$ cat src/rtl/spdif_tx_pkg.sv
package spdif_tx_pkg;
  localparam int SAMPLE_W   = 16;
  localparam int SLOT_W     = 5;
  localparam int PRE_SLOTS  = 4;
  localparam int SMP_SLOT   = 12;
  localparam int VAL_SLOT   = 28;
  localparam int CS_SLOT    = 30;
  localparam int PAR_SLOT   = 31;
  localparam int CS_CAT_LO  = 8;
  localparam int CS_FS_BIT  = 25;

  typedef enum logic [1:0] {PRE_B, PRE_M, PRE_W} pre_e;

  // half-cell levels for a preamble that starts from line level 0
  function automatic logic [7:0] pre_pattern(pre_e p);
    case (p)
      PRE_B:   return 8'b1110_1000;
      PRE_M:   return 8'b1110_0010;
      default: return 8'b1110_0100;
    endcase
  endfunction
endpackage

$ cat src/rtl/spdif_tx_seq.sv
module spdif_tx_seq
  import spdif_tx_pkg::*;
#(
  parameter int BLOCK_LEN = 192,
  localparam int FW = $clog2(BLOCK_LEN)
) (
  input  logic                clk_i,
  input  logic                rst_ni,
  input  logic                cell_en_i,
  input  logic                valid_i,
  output logic                ready_o,
  input  logic [SAMPLE_W-1:0] left_i,
  input  logic [SAMPLE_W-1:0] right_i,
  output logic                half_o,
  output logic [SLOT_W-1:0]   slot_o,
  output logic                rsub_o,
  output logic [FW-1:0]       frame_o,
  output logic [SAMPLE_W-1:0] sample_o
);
  logic                half_q, rsub_q, full_q;
  logic [SLOT_W-1:0]   slot_q;
  logic [FW-1:0]       frame_q;
  logic [SAMPLE_W-1:0] hold_l_q, hold_r_q, act_l_q, act_r_q;
  logic                accept, frame_end;

  assign ready_o   = ~full_q;
  assign accept    = valid_i & ready_o;
  assign frame_end = cell_en_i & half_q & rsub_q & (slot_q == SLOT_W'(PAR_SLOT));

  always_ff @(posedge clk_i or negedge rst_ni) begin
    if (!rst_ni) begin
      half_q  <= 1'b0;
      slot_q  <= '0;
      rsub_q  <= 1'b0;
      frame_q <= '0;
    end else if (cell_en_i) begin
      half_q <= ~half_q;
      if (half_q) begin
        slot_q <= slot_q + 1'b1;
        if (slot_q == SLOT_W'(PAR_SLOT)) rsub_q <= ~rsub_q;
      end
      if (frame_end) frame_q <= (frame_q == FW'(BLOCK_LEN - 1)) ? '0 : frame_q + 1'b1;
    end
  end

  // one-pair holding register; a pair arriving at the frame edge bypasses it
  always_ff @(posedge clk_i or negedge rst_ni) begin
    if (!rst_ni) begin
      full_q   <= 1'b0;
      hold_l_q <= '0;
      hold_r_q <= '0;
      act_l_q  <= '0;
      act_r_q  <= '0;
    end else if (frame_end) begin
      full_q  <= 1'b0;
      act_l_q <= full_q ? hold_l_q : (accept ? left_i  : '0);
      act_r_q <= full_q ? hold_r_q : (accept ? right_i : '0);
    end else if (accept) begin
      full_q   <= 1'b1;
      hold_l_q <= left_i;
      hold_r_q <= right_i;
    end
  end

  assign half_o   = half_q;
  assign slot_o   = slot_q;
  assign rsub_o   = rsub_q;
  assign frame_o  = frame_q;
  assign sample_o = rsub_q ? act_r_q : act_l_q;

  assert_full_not_ready_R7: assert property (@(posedge clk_i) disable iff (!rst_ni)
    (accept && !frame_end) |=> !ready_o);
  assert_ready_after_frame_R7: assert property (@(posedge clk_i) disable iff (!rst_ni)
    frame_end |=> ready_o);
  assert_block_wrap_R3: assert property (@(posedge clk_i) disable iff (!rst_ni)
    (frame_end && frame_q == FW'(BLOCK_LEN - 1)) |=> (frame_q == '0));
endmodule

$ cat src/rtl/spdif_tx_slot.sv
module spdif_tx_slot
  import spdif_tx_pkg::*;
#(
  parameter int FW = 8
) (
  input  logic [SLOT_W-1:0]   slot_i,
  input  logic                rsub_i,
  input  logic [FW-1:0]       frame_i,
  input  logic [SAMPLE_W-1:0] sample_i,
  input  logic                validity_i,
  input  logic [3:0]          cs_mode_i,
  input  logic [7:0]          cs_cat_i,
  input  logic                rate_48k_i,
  output logic                bit_o,
  output pre_e                pre_o
);
  logic       cs, parity;
  logic [3:0] smp_idx;

  always_comb begin
    cs = 1'b0;
    if (frame_i < FW'(4))
      cs = cs_mode_i[frame_i[1:0]];
    else if (frame_i >= FW'(CS_CAT_LO) && frame_i < FW'(CS_CAT_LO + 8))
      cs = cs_cat_i[frame_i[2:0]];
    else if (frame_i == FW'(CS_FS_BIT))
      cs = rate_48k_i;
  end

  assign parity  = ^sample_i ^ validity_i ^ cs;
  assign smp_idx = 4'(slot_i - SLOT_W'(SMP_SLOT));

  always_comb begin
    if (slot_i >= SLOT_W'(SMP_SLOT) && slot_i < SLOT_W'(SMP_SLOT + SAMPLE_W))
      bit_o = sample_i[smp_idx];
    else if (slot_i == SLOT_W'(VAL_SLOT)) bit_o = validity_i;
    else if (slot_i == SLOT_W'(CS_SLOT))  bit_o = cs;
    else if (slot_i == SLOT_W'(PAR_SLOT)) bit_o = parity;
    else                                  bit_o = 1'b0;
  end

  assign pre_o = rsub_i ? PRE_W : ((frame_i == '0) ? PRE_B : PRE_M);
endmodule

$ cat src/rtl/spdif_tx_bmc.sv
module spdif_tx_bmc
  import spdif_tx_pkg::*;
(
  input  logic              clk_i,
  input  logic              rst_ni,
  input  logic              cell_en_i,
  input  logic              half_i,
  input  logic [SLOT_W-1:0] slot_i,
  input  pre_e              pre_i,
  input  logic              bit_i,
  output logic              line_o
);
  logic       line_q, base_q, base_eff, in_pre, sub_start;
  logic [2:0] pidx;
  logic [7:0] pat;

  assign in_pre    = slot_i < SLOT_W'(PRE_SLOTS);
  assign sub_start = (slot_i == '0) && !half_i;
  assign pidx      = {slot_i[1:0], half_i};
  assign pat       = pre_pattern(pre_i);
  // preamble polarity follows the level left by the previous cell
  assign base_eff  = sub_start ? line_q : base_q;

  always_ff @(posedge clk_i or negedge rst_ni) begin
    if (!rst_ni) begin
      line_q <= 1'b0;
      base_q <= 1'b0;
    end else if (cell_en_i) begin
      if (sub_start) base_q <= line_q;
      if (in_pre)       line_q <= pat[3'd7 - pidx] ^ base_eff;
      else if (!half_i) line_q <= ~line_q;
      else              line_q <= line_q ^ bit_i;
    end
  end

  assign line_o = line_q;

  assert_cell_toggle_R2: assert property (@(posedge clk_i) disable iff (!rst_ni)
    (cell_en_i && !half_i && !in_pre) |=> (line_q != $past(line_q)));
  assert_line_hold_R9: assert property (@(posedge clk_i) disable iff (!rst_ni)
    !cell_en_i |=> $stable(line_q));
  assert_subframe_level_R4: assert property (@(posedge clk_i) disable iff (!rst_ni)
    (cell_en_i && half_i && slot_i == SLOT_W'(PAR_SLOT)) |=> (line_q == base_q));
endmodule

$ cat src/rtl/spdif_tx.sv
module spdif_tx
  import spdif_tx_pkg::*;
#(
  parameter int BLOCK_LEN = 192
) (
  input  logic                clk_i,
  input  logic                rst_ni,
  input  logic                cell_en_i,
  input  logic                sample_valid_i,
  output logic                sample_ready_o,
  input  logic [SAMPLE_W-1:0] sample_left_i,
  input  logic [SAMPLE_W-1:0] sample_right_i,
  input  logic                validity_i,
  input  logic [3:0]          cs_mode_i,
  input  logic [7:0]          cs_category_i,
  input  logic                rate_48k_i,
  output logic                spdif_o
);
  localparam int FW = $clog2(BLOCK_LEN);

  logic                half, rsub, bit_v;
  logic [SLOT_W-1:0]   slot;
  logic [FW-1:0]       frame;
  logic [SAMPLE_W-1:0] sample;
  pre_e                pre;

  spdif_tx_seq #(.BLOCK_LEN(BLOCK_LEN)) i_seq (
    .clk_i, .rst_ni, .cell_en_i,
    .valid_i(sample_valid_i), .ready_o(sample_ready_o),
    .left_i(sample_left_i), .right_i(sample_right_i),
    .half_o(half), .slot_o(slot), .rsub_o(rsub), .frame_o(frame), .sample_o(sample)
  );

  spdif_tx_slot #(.FW(FW)) i_slot (
    .slot_i(slot), .rsub_i(rsub), .frame_i(frame), .sample_i(sample),
    .validity_i, .cs_mode_i, .cs_cat_i(cs_category_i), .rate_48k_i,
    .bit_o(bit_v), .pre_o(pre)
  );

  spdif_tx_bmc i_bmc (
    .clk_i, .rst_ni, .cell_en_i, .half_i(half), .slot_i(slot),
    .pre_i(pre), .bit_i(bit_v), .line_o(spdif_o)
  );
endmodule

$ cat config.mk
export PLATFORM = sky130hd
export DESIGN_NAME = spdif_tx
export DESIGN_NICKNAME = d
export VERILOG_FILES = /design/src/rtl/spdif_tx_pkg.sv /design/src/rtl/spdif_tx_seq.sv /design/src/rtl/spdif_tx_slot.sv /design/src/rtl/spdif_tx_bmc.sv /design/src/rtl/spdif_tx.sv
export SDC_FILE = /design/constraint.sdc
export NUM_CORES = 1
export LEC_CHECK = 0
export ABC_AREA = 1
export BUFFER_PORTS_ARGS = -buffer_cell sky130_fd_sc_hd__buf_2
export CORE_MARGIN = 3
export CORE_UTILIZATION = 53
export CTS_CLUSTER_SIZE = 8
export DETAILED_ROUTE_END_ITERATION = 8
export PLACE_DENSITY = 0.81
export SYNTH_ARGS = -nofsm -noshare
export SYNTH_HDL_FRONTEND = slang
export SYNTH_SLANG_ARGS = --single-unit
$ cat constraint.sdc
create_clock -name clk_i -period 2.38 [get_ports clk_i]
set_input_delay 0.238 -clock clk_i [delete_from_list [all_inputs] [get_ports clk_i]]
set_output_delay 0.238 -clock clk_i [all_outputs]
set_load 0.02 [all_outputs]
==> impl_metrics.prom, run 1 <==
# TYPE chip_impl_metric gauge
chip_impl_metric{name="r2r_slack",unit="ps"} 110
chip_impl_metric{name="first_global_vias",unit=""} 4198
chip_impl_metric{name="synth_edf_count",unit=""} 0
chip_impl_metric{name="initial_core_utilization",unit="%"} 56.3
chip_impl_metric{name="timing.max_slew.rel_slack",unit="%"} 60.3
chip_impl_metric{name="drc_errors",unit=""} 0
chip_impl_info{name="worstSetupPathType",value="reg2reg"} 1
chip_impl_metric{name="cts_max_path_buffers",unit=""} 2
chip_impl_info{name="hold_end",value="i_seq.hold_l_q[15]"} 1
chip_impl_metric{name="ys.warnings.count",unit=""} 0
chip_impl_metric{name="die_w",unit="um"} 101
chip_impl_metric{name="synthDistinctLibCells",unit=""} 30
chip_impl_metric{name="post-layout-total-power",unit="W"} 0.00485
chip_impl_metric{name="place.port_buffers",unit=""} 51
chip_impl_metric{name="req_time_crit_path",unit="ps"} 2660
chip_impl_metric{name="overflow",unit=""} 0
chip_impl_metric{name="place_worst_setup_slack",unit="ps"} 53.4
chip_impl_info{name="cts_tree",value="done"} 1
chip_impl_metric{name="design.portCount",unit=""} 52
chip_impl_metric{name="whs_path_depth",unit=""} 2
chip_impl_info{name="reg2reg_from",value="i_seq.rsub_o"} 1
chip_impl_metric{name="htree_num_levels",unit=""} 3
chip_impl_info{name="outcome",value="finished clean"} 1
chip_impl_metric{name="post_drt_via_cell_ratio",unit=""} 5.39
chip_impl_metric{name="leakagePower",unit="nW"} 2.98
chip_impl_metric{name="clk_pin_slew",unit="ps"} 90
chip_impl_metric{name="skew",unit="ps"} 12.6
chip_impl_metric{name="pwr_density_cell",unit="nW/um2"} 864
chip_impl_metric{name="grt_max_degree",unit=""} 72
chip_impl_metric{name="grt_antenna_before_repair",unit=""} 0
chip_impl_metric{name="fraction_of_layout_instances_using_a_drive_strength_above_1",unit="%"} 15.8
chip_impl_info{name="worst_setup_path_end_kind",value="register"} 1
chip_impl_metric{name="postSynthAreaPerCell",unit="um2"} 6.98
chip_impl_metric{name="global_route_wire_length_before_repair",unit="mm"} 18.3
chip_impl_metric{name="pin_slew_with_the_least_headroom_to_its_limit",unit="ps"} 594
chip_impl_metric{name="detail-route-antenna-nets",unit=""} 0
chip_impl_metric{name="syn-cell-area",unit="um2"} 4770
chip_impl_metric{name="detailed_place_hpwl",unit="mm"} 7.93
chip_impl_metric{name="cts.sink_count",unit=""} 82
chip_impl_metric{name="core.rowCount",unit=""} 33
chip_impl_metric{name="synth.yosys.seq_area_share",unit="%"} 43.0
chip_impl_metric{name="timing.reg2reg.worst_path_depth",unit=""} 20
chip_impl_metric{name="die_h",unit="um"} 101
chip_impl_metric{name="layout_worst_path_cycle_share",unit="%"} 95.4
chip_impl_metric{name="synthToLayoutAreaGrowth",unit="%"} 17.8
chip_impl_metric{name="initialDrtViolationCount",unit=""} 328
chip_impl_metric{name="antenna-diode-count",unit=""} 0
chip_impl_metric{name="drv_cap",unit=""} 0
chip_impl_info{name="worst_setup_path_start_kind",value="register"} 1
chip_impl_metric{name="postRouteWirelength",unit="mm"} 11.9
chip_impl_metric{name="period_needed",unit="ps"} 2270
chip_impl_info{name="worstSetupStartpoint",value="i_seq.rsub_o"} 1
chip_impl_metric{name="fmaxAchievable",unit="GHz"} 0.440
chip_impl_info{name="regToRegEndpoint",value="i_bmc.line_o"} 1
chip_impl_metric{name="detailroute.via_count",unit=""} 4586
chip_impl_metric{name="crit_arrival",unit="ps"} 2550
chip_impl_metric{name="insertion_delay",unit="ps"} 360
chip_impl_metric{name="number_of_nets_in_the_final_layout",unit=""} 800
chip_impl_metric{name="max-vdd-ir-drop",unit="uV"} 732
chip_impl_info{name="synth_ff_type",value="sky130_fd_sc_hd__dfrtp_1"} 1
chip_impl_info{name="origin_of_the_worst_min_delay_path",value="sample_left_i[15]"} 1
chip_impl_metric{name="core_area",unit="um2"} 8460
chip_impl_metric{name="fp.dieArea",unit="um2"} 10200
chip_impl_metric{name="postLayoutSetupSlackWorst",unit="ps"} 109
chip_impl_info{name="hold_path_class",value="in2reg"} 1
chip_impl_metric{name="final-max-slew-violation-count",unit=""} 0
chip_impl_metric{name="cts_inserted_buffers",unit=""} 9
chip_impl_info{name="clockRootBuffer",value="sky130_fd_sc_hd__clkbuf_8"} 1
chip_impl_metric{name="postSynthRegisterBits",unit=""} 82
chip_impl_metric{name="synth_nets",unit=""} 742
chip_impl_metric{name="final-setup-viol-count",unit=""} 0
chip_impl_metric{name="final_core_utilization",unit="%"} 66.4
chip_impl_metric{name="drt_pass1_iterations",unit=""} 5
chip_impl_metric{name="timing_hold_violations_final",unit=""} 0
chip_impl_metric{name="total_routing_usage_reported_by_global_routing",unit="%"} 22.3
chip_impl_metric{name="routed_wl_per_cell",unit="um"} 14.0
chip_impl_metric{name="n_fill_cell",unit=""} 707
chip_impl_metric{name="syn_inst",unit=""} 683
chip_impl_metric{name="gp_congestion",unit=""} 0.893
chip_impl_metric{name="synthArstFlopShare",unit="%"} 100
chip_impl_metric{name="crit_path_max_fanout",unit=""} 19
[worst max path at each step]
stage | endpoint | depth (start not counted) | slack, ps
CTS | i_seq.frame_o[7] | 14 | 20
detailed placement | i_seq.hold_l_q[1] | 13 | 50
finish | i_bmc.line_o | 20 | 110
global placement | i_bmc.line_o | 20 | 170
global route | i_bmc.line_o | 23 | -60
floorplan | i_seq.hold_l_q[15] | 13 | 70
[per-stage QoR]
step / instance area, um2 / instances / TNS, ps / hold slack (ps)
2_1_floorplan: 4770 / 683 / 0 / -57.6
3_3_place_gp: 5140 / 823 / 0 / 119
3_5_place_dp: 5140 / 823 / 0 / 121
4_1_cts: 5380 / 840 / 0 / 124
5_1_grt: 5620 / 851 / -57.8 / 130
6_report: 5620 / 851 / 0 / 127
[logic make-up (layout without fill, tap and decap cells)]
group                    count (synthesis)  after routing  share of synthesized area (%)
AND/OR/NAND/NOR                        337            337                           27.3
buffers and inverters                  107            170                           9.23
multiplexers                             7              7                           1.65
flip-flops                              82             82                           43.0
AO/OA/AOI/OAI                          135            135                           15.3
XOR/XNOR                                 6              6                           1.10
adder cells (fa/ha/maj)                  9              9                           2.36
[layer usage]
layer | share of wire, % | vias to the layer above | global-route usage (%)
li1 | - | 2278 | -
met5 | 0 | - | 0
met3 | 5.2 | 21 | 4.64
met2 | 50 | 152 | 37.2
met4 | 1.6 | 0 | 6.11
met1 | 43 | 2135 | 29.6
[layout by cell type, fill, tap and decap left out, types with 2 or more instances in the layout]
master	synthesis	final
sky130_fd_sc_hd__a21oi_1	11	11
sky130_fd_sc_hd__a31oi_1	8	8
sky130_fd_sc_hd__buf_12	0	4
sky130_fd_sc_hd__buf_2	4	50
sky130_fd_sc_hd__buf_4	0	11
sky130_fd_sc_hd__buf_6	3	4
sky130_fd_sc_hd__bufinv_16	0	2
sky130_fd_sc_hd__clkbuf_16	0	4
sky130_fd_sc_hd__clkbuf_8	0	9
sky130_fd_sc_hd__clkinvlp_4	0	2
sky130_fd_sc_hd__dfrtp_1	82	81
sky130_fd_sc_hd__ha_1	9	9
sky130_fd_sc_hd__inv_1	77	76
sky130_fd_sc_hd__inv_6	0	3
sky130_fd_sc_hd__mux2_2	7	7
sky130_fd_sc_hd__nand2_1	281	267
sky130_fd_sc_hd__nand2_2	0	14
sky130_fd_sc_hd__nand3_1	14	14
sky130_fd_sc_hd__nand4_1	4	4
sky130_fd_sc_hd__nor2_1	31	29
sky130_fd_sc_hd__nor2_2	1	2
sky130_fd_sc_hd__nor3_1	5	5
sky130_fd_sc_hd__o211ai_1	6	6
sky130_fd_sc_hd__o21ai_0	95	89
sky130_fd_sc_hd__o21ai_1	2	7
sky130_fd_sc_hd__o221ai_1	2	2
sky130_fd_sc_hd__o22ai_1	7	7
sky130_fd_sc_hd__xor2_1	6	6
[cell usage after synthesis (3+ instances only)]
| library cell | number | share of area, % |
|---|---|---|
| sky130_fd_sc_hd__inv_1 | 77 | 6.1 |
| sky130_fd_sc_hd__o211ai_1 | 6 | 0.94 |
| sky130_fd_sc_hd__dfrtp_1 | 82 | 43 |
| sky130_fd_sc_hd__nand3_1 | 14 | 1.5 |
| sky130_fd_sc_hd__o21ai_0 | 95 | 10 |
| sky130_fd_sc_hd__o22ai_1 | 7 | 0.92 |
| sky130_fd_sc_hd__buf_6 | 3 | 0.71 |
| sky130_fd_sc_hd__nand4_1 | 4 | 0.52 |
| sky130_fd_sc_hd__ha_1 | 9 | 2.4 |
| sky130_fd_sc_hd__nor2_1 | 31 | 2.4 |
| sky130_fd_sc_hd__xor2_1 | 6 | 1.1 |
| sky130_fd_sc_hd__nor3_1 | 5 | 0.52 |
| sky130_fd_sc_hd__a31oi_1 | 8 | 1.0 |
| sky130_fd_sc_hd__nand2_1 | 281 | 22 |
| sky130_fd_sc_hd__clkbuf_1 | 18 | 1.4 |
| sky130_fd_sc_hd__buf_2 | 4 | 0.42 |
| sky130_fd_sc_hd__a21oi_1 | 11 | 1.2 |
| sky130_fd_sc_hd__mux2_2 | 7 | 1.7 |
[power by group]
part           switching, W  internal (W)
Sequential         0.000132       0.00156
Clock              0.000573      0.000610
Combinational       0.00123      0.000754
[layout make-up]
type | count | area (um2) | area share, %
Tap cell | 105 | 131 | 2.34
Inverter | 80 | 309 | 5.50
Sequential cell | 82 | 2050 | 36.6
Multi-Input combinational cell | 494 | 2330 | 41.4
Clock buffer | 9 | 124 | 2.21
Timing Repair Buffer | 74 | 568 | 10.1
Clock inverter | 7 | 105 | 1.87
[worst max-delay path: stages, from the launching register on]
cell                      delay (ps)
sky130_fd_sc_hd__dfrtp_2         460
sky130_fd_sc_hd__buf_6           180
sky130_fd_sc_hd__o21ai_1         250
sky130_fd_sc_hd__nand2_1          80
sky130_fd_sc_hd__nand2_1         100
sky130_fd_sc_hd__nand2_1          50
sky130_fd_sc_hd__nand2_1          90
sky130_fd_sc_hd__nand2_1          60
sky130_fd_sc_hd__nand2_1          70
sky130_fd_sc_hd__nand2_1          60
sky130_fd_sc_hd__nand3_1         110
sky130_fd_sc_hd__nand3_1          80
sky130_fd_sc_hd__nand2_1          70
sky130_fd_sc_hd__nand2_1          50
sky130_fd_sc_hd__nand2_1          60
sky130_fd_sc_hd__nand2_1          60
sky130_fd_sc_hd__nand2_1          70
sky130_fd_sc_hd__nand2_1          50
sky130_fd_sc_hd__nand2_1          50
sky130_fd_sc_hd__nand3_1          60
sky130_fd_sc_hd__a21oi_1         140
[sequential cells by signal (all words and copies together), names as in the netlist, 5 cells and up]
register	cells
i_seq.act_l_q	16
i_seq.act_r_q	16
i_seq.hold_l_q	16
i_seq.hold_r_q	16
i_seq.frame_o	8
i_seq.slot_o	5
[what timing repair did]
action | in CTS | in global routing
endpoints found under the setup margin | 0 | 34
hold buffers | 1 | 0
resized for setup | 0 | 35
endpoints found under the hold margin | 15 | 0
buffers inserted | 0 | 6
(Power assumes the default switching activity.)
==> run 2: changes to the inputs <==
--- a/config.mk
+++ b/config.mk
@@ -12,6 +12,7 @@
 export CTS_CLUSTER_SIZE = 8
 export DETAILED_ROUTE_END_ITERATION = 8
 export PLACE_DENSITY = 0.81
+export REMOVE_ABC_BUFFERS = 1
 export SYNTH_ARGS = -nofsm -noshare
 export SYNTH_HDL_FRONTEND = slang
 export SYNTH_SLANG_ARGS = --single-unit
==> constraint.sdc (replaced) <==
create_clock -name clk_i -period 2.38 [get_ports clk_i]
set_input_delay 0.238 -clock clk_i [delete_from_list [all_inputs] [get_ports clk_i]]
set_output_delay 0.238 -clock clk_i [all_outputs]
set_load 0.005 [all_outputs]
==> run 2 against run 1 <==
Utilization decreased by 1.4 points; total power decreased by 4.2%; final cell count decreased by 0.24%; fmax increased by 0.41%; sequential power about the same; setup slack improved by 9.4 ps; clock skew decreased by 5.6 ps.
==> impl_metrics.prom, run 2 (synthesized netlist as in run 1, its figures left out) <==
# TYPE chip_impl_metric gauge
chip_impl_info{name="outcome",value="finished clean"} 1
chip_impl_metric{name="routed-wl-met2",unit="mm"} 5.42
chip_impl_metric{name="place_worst_setup_slack",unit="ps"} 62.2
chip_impl_metric{name="crit_arrival",unit="ps"} 2510
chip_impl_metric{name="detailed_place_hpwl",unit="mm"} 7.63
chip_impl_metric{name="period_needed",unit="ps"} 2260
chip_impl_metric{name="crit_path_max_fanout",unit=""} 19
chip_impl_metric{name="layout_worst_path_cycle_share",unit="%"} 95.0
chip_impl_info{name="regToRegEndpoint",value="i_seq.hold_l_q[7]"} 1
chip_impl_info{name="commonest_non_fill_non_tap_cells_in_the_layout",value="280 x sky130_fd_sc_hd__nand2_1, 92 x sky130_fd_sc_hd__o21ai_0, 80 x sky130_fd_sc_hd__dfrtp_1, 76 x sky130_fd_sc_hd__inv_1, 50 x sky130_fd_sc_hd__buf_2"} 1
chip_impl_metric{name="detailroute.via_count",unit=""} 4516
chip_impl_metric{name="clk_pin_slew",unit="ps"} 80
chip_impl_info{name="worstSetupEndpoint",value="i_seq.hold_l_q[7]"} 1
chip_impl_metric{name="grt_max_degree",unit=""} 43
chip_impl_metric{name="grt_antenna_before_repair",unit=""} 0
chip_impl_info{name="cts_tree",value="done"} 1
chip_impl_metric{name="fmaxAchievable",unit="GHz"} 0.442
chip_impl_metric{name="r2r_slack",unit="ps"} 120
chip_impl_metric{name="postLayoutCellArea",unit="um2"} 5500
chip_impl_metric{name="n_fill_cell",unit=""} 700
chip_impl_info{name="worst_setup_path_end_kind",value="register"} 1
chip_impl_metric{name="skew",unit="ps"} 7.04
chip_impl_metric{name="overflow",unit=""} 0
chip_impl_metric{name="detailroute.wirelength.met3",unit="um"} 469
chip_impl_metric{name="place.port_buffers",unit=""} 51
chip_impl_metric{name="cts_inserted_buffers",unit=""} 9
chip_impl_metric{name="whs_path_depth",unit=""} 2
chip_impl_metric{name="total_routing_usage_reported_by_global_routing",unit="%"} 22.1
chip_impl_metric{name="detail-route-antenna-nets",unit=""} 0
chip_impl_metric{name="layout.area.seq",unit="um2"} 2050
chip_impl_metric{name="antenna-diode-count",unit=""} 0
chip_impl_metric{name="pin_slew_with_the_least_headroom_to_its_limit",unit="ps"} 672
chip_impl_metric{name="timing.reg2reg.worst_path_depth",unit=""} 12
chip_impl_info{name="clockRootBuffer",value="sky130_fd_sc_hd__clkbuf_8"} 1
chip_impl_metric{name="met1Wirelength",unit="mm"} 4.86
chip_impl_metric{name="die_w",unit="um"} 101
chip_impl_metric{name="drt_pass1_iterations",unit=""} 7
chip_impl_metric{name="timing_hold_violations_final",unit=""} 0
chip_impl_info{name="worstSetupPathType",value="reg2reg"} 1
chip_impl_info{name="hold_path_class",value="in2reg"} 1
chip_impl_metric{name="fp.dieArea",unit="um2"} 10200
chip_impl_metric{name="core_area",unit="um2"} 8460
chip_impl_metric{name="gp_congestion",unit=""} 0.901
chip_impl_metric{name="post_drt_via_cell_ratio",unit=""} 5.32
chip_impl_metric{name="cts_max_path_buffers",unit=""} 2
chip_impl_metric{name="fin_setup_tns",unit="ps"} 0
chip_impl_metric{name="routed_wl_per_cell",unit="um"} 12.9
chip_impl_metric{name="core.rowCount",unit=""} 33
chip_impl_metric{name="postLayoutSetupSlackWorst",unit="ps"} 118
chip_impl_metric{name="insertion_delay",unit="ps"} 360
chip_impl_metric{name="synthToLayoutAreaGrowth",unit="%"} 15.3
chip_impl_info{name="worstSetupStartpoint",value="i_seq.slot_o[2]"} 1
chip_impl_metric{name="timing.max_slew.rel_slack",unit="%"} 55.2
chip_impl_metric{name="final-setup-viol-count",unit=""} 0
chip_impl_metric{name="dpl_cell_area",unit="um2"} 5150
chip_impl_metric{name="cts.sink_count",unit=""} 82
chip_impl_metric{name="fraction_of_layout_instances_using_a_drive_strength_above_1",unit="%"} 14.1
chip_impl_metric{name="final-max-slew-violation-count",unit=""} 0
chip_impl_metric{name="initial_core_utilization",unit="%"} 56.3
chip_impl_metric{name="leakagePower",unit="nW"} 2.94
chip_impl_metric{name="drc_errors",unit=""} 0
chip_impl_info{name="worst_setup_path_start_kind",value="register"} 1
chip_impl_metric{name="die_h",unit="um"} 101
chip_impl_metric{name="design.portCount",unit=""} 52
chip_impl_info{name="top_signal_layer_used",value="met4"} 1
chip_impl_info{name="reg2reg_from",value="i_seq.slot_o[2]"} 1
chip_impl_metric{name="global_route_wire_length_before_repair",unit="mm"} 18.3
chip_impl_metric{name="multi_input_comb_area",unit="um2"} 2300
chip_impl_metric{name="number_of_nets_in_the_final_layout",unit=""} 799
chip_impl_metric{name="pwr_density_cell",unit="nW/um2"} 845
chip_impl_info{name="grt_setup_unrepaired",value="yes"} 1
chip_impl_info{name="layout.cells.most_common",value="sky130_fd_sc_hd__nand2_1"} 1
chip_impl_metric{name="htree_num_levels",unit=""} 3
chip_impl_metric{name="initialDrtViolationCount",unit=""} 270
chip_impl_metric{name="first_global_vias",unit=""} 4258
chip_impl_metric{name="postRouteWirelength",unit="mm"} 10.9
chip_impl_metric{name="req_time_crit_path",unit="ps"} 2630
chip_impl_metric{name="max-vdd-ir-drop",unit="uV"} 414
chip_impl_metric{name="drv_cap",unit=""} 0
chip_impl_metric{name="post-layout-total-power",unit="W"} 0.00465
run 2: final cells by class:
class                   count  area share, %
multi-input cells         494           41.9
flip-flops and latches     82           37.4
repair buffers             73           8.60
inverters                  80           5.69
clock buffers              11           2.75
well taps                 105           2.39
clock inverters             4           1.36
run 2: power by group:
group	switching (W)	internal, W
Sequential	0.000126	0.00156
Combinational	0.00114	0.000670
Clock	0.000510	0.000642
run 2: worst min-delay path by stage:
stage	end	slack [ps]	from
floorplan	i_bmc.base_q	-60	rst_ni
global placement	i_seq.hold_l_q[3]	250	rst_ni
detailed placement	i_seq.hold_r_q[3]	260	rst_ni
CTS	i_seq.hold_l_q[6]	120	sample_left_i[6]
global route	i_seq.hold_l_q[4]	130	sample_left_i[4]
finish	i_seq.hold_l_q[6]	120	sample_left_i[6]
run 2: timing repair:
action,CTS,global route
hold buffers,1,0
hold endpoints to repair,40,0
resized for setup,0,22
buffers inserted,0,8
setup endpoints to repair,0,22
run 2: critical path, cell delays in order (launching register included):
cell and delay, ps:
sky130_fd_sc_hd__dfrtp_1 380, sky130_fd_sc_hd__ha_2 200, sky130_fd_sc_hd__nand2_1 50, sky130_fd_sc_hd__inv_1 60, sky130_fd_sc_hd__ha_1 160, sky130_fd_sc_hd__inv_1 70
sky130_fd_sc_hd__nor2_2 140, sky130_fd_sc_hd__inv_1 90, sky130_fd_sc_hd__nor2_4 160, sky130_fd_sc_hd__clkinvlp_4 210, sky130_fd_sc_hd__nand2_4 130, sky130_fd_sc_hd__buf_8 160
sky130_fd_sc_hd__mux2_2 350
run 2: per-layer routing:
metal	global-route usage [%]	vias up
met1	27.6	2098
met5	0	-
met3	2.98	16
met2	38.8	118
met4	8.29	0
li1	-	2284
run 2: through the flow:
| stage | hold slack, ps | utilization, % | cells |
|---|---|---|---|
| after floorplan | -57.6 | - | 656 |
| after global placement | 252 | 60.8 | 825 |
| after detailed placement | 258 | 60.8 | 825 |
| after CTS | 124 | 63.6 | 841 |
| after global routing | 126 | 65.0 | 849 |
| final | 124 | 65.0 | 849 |
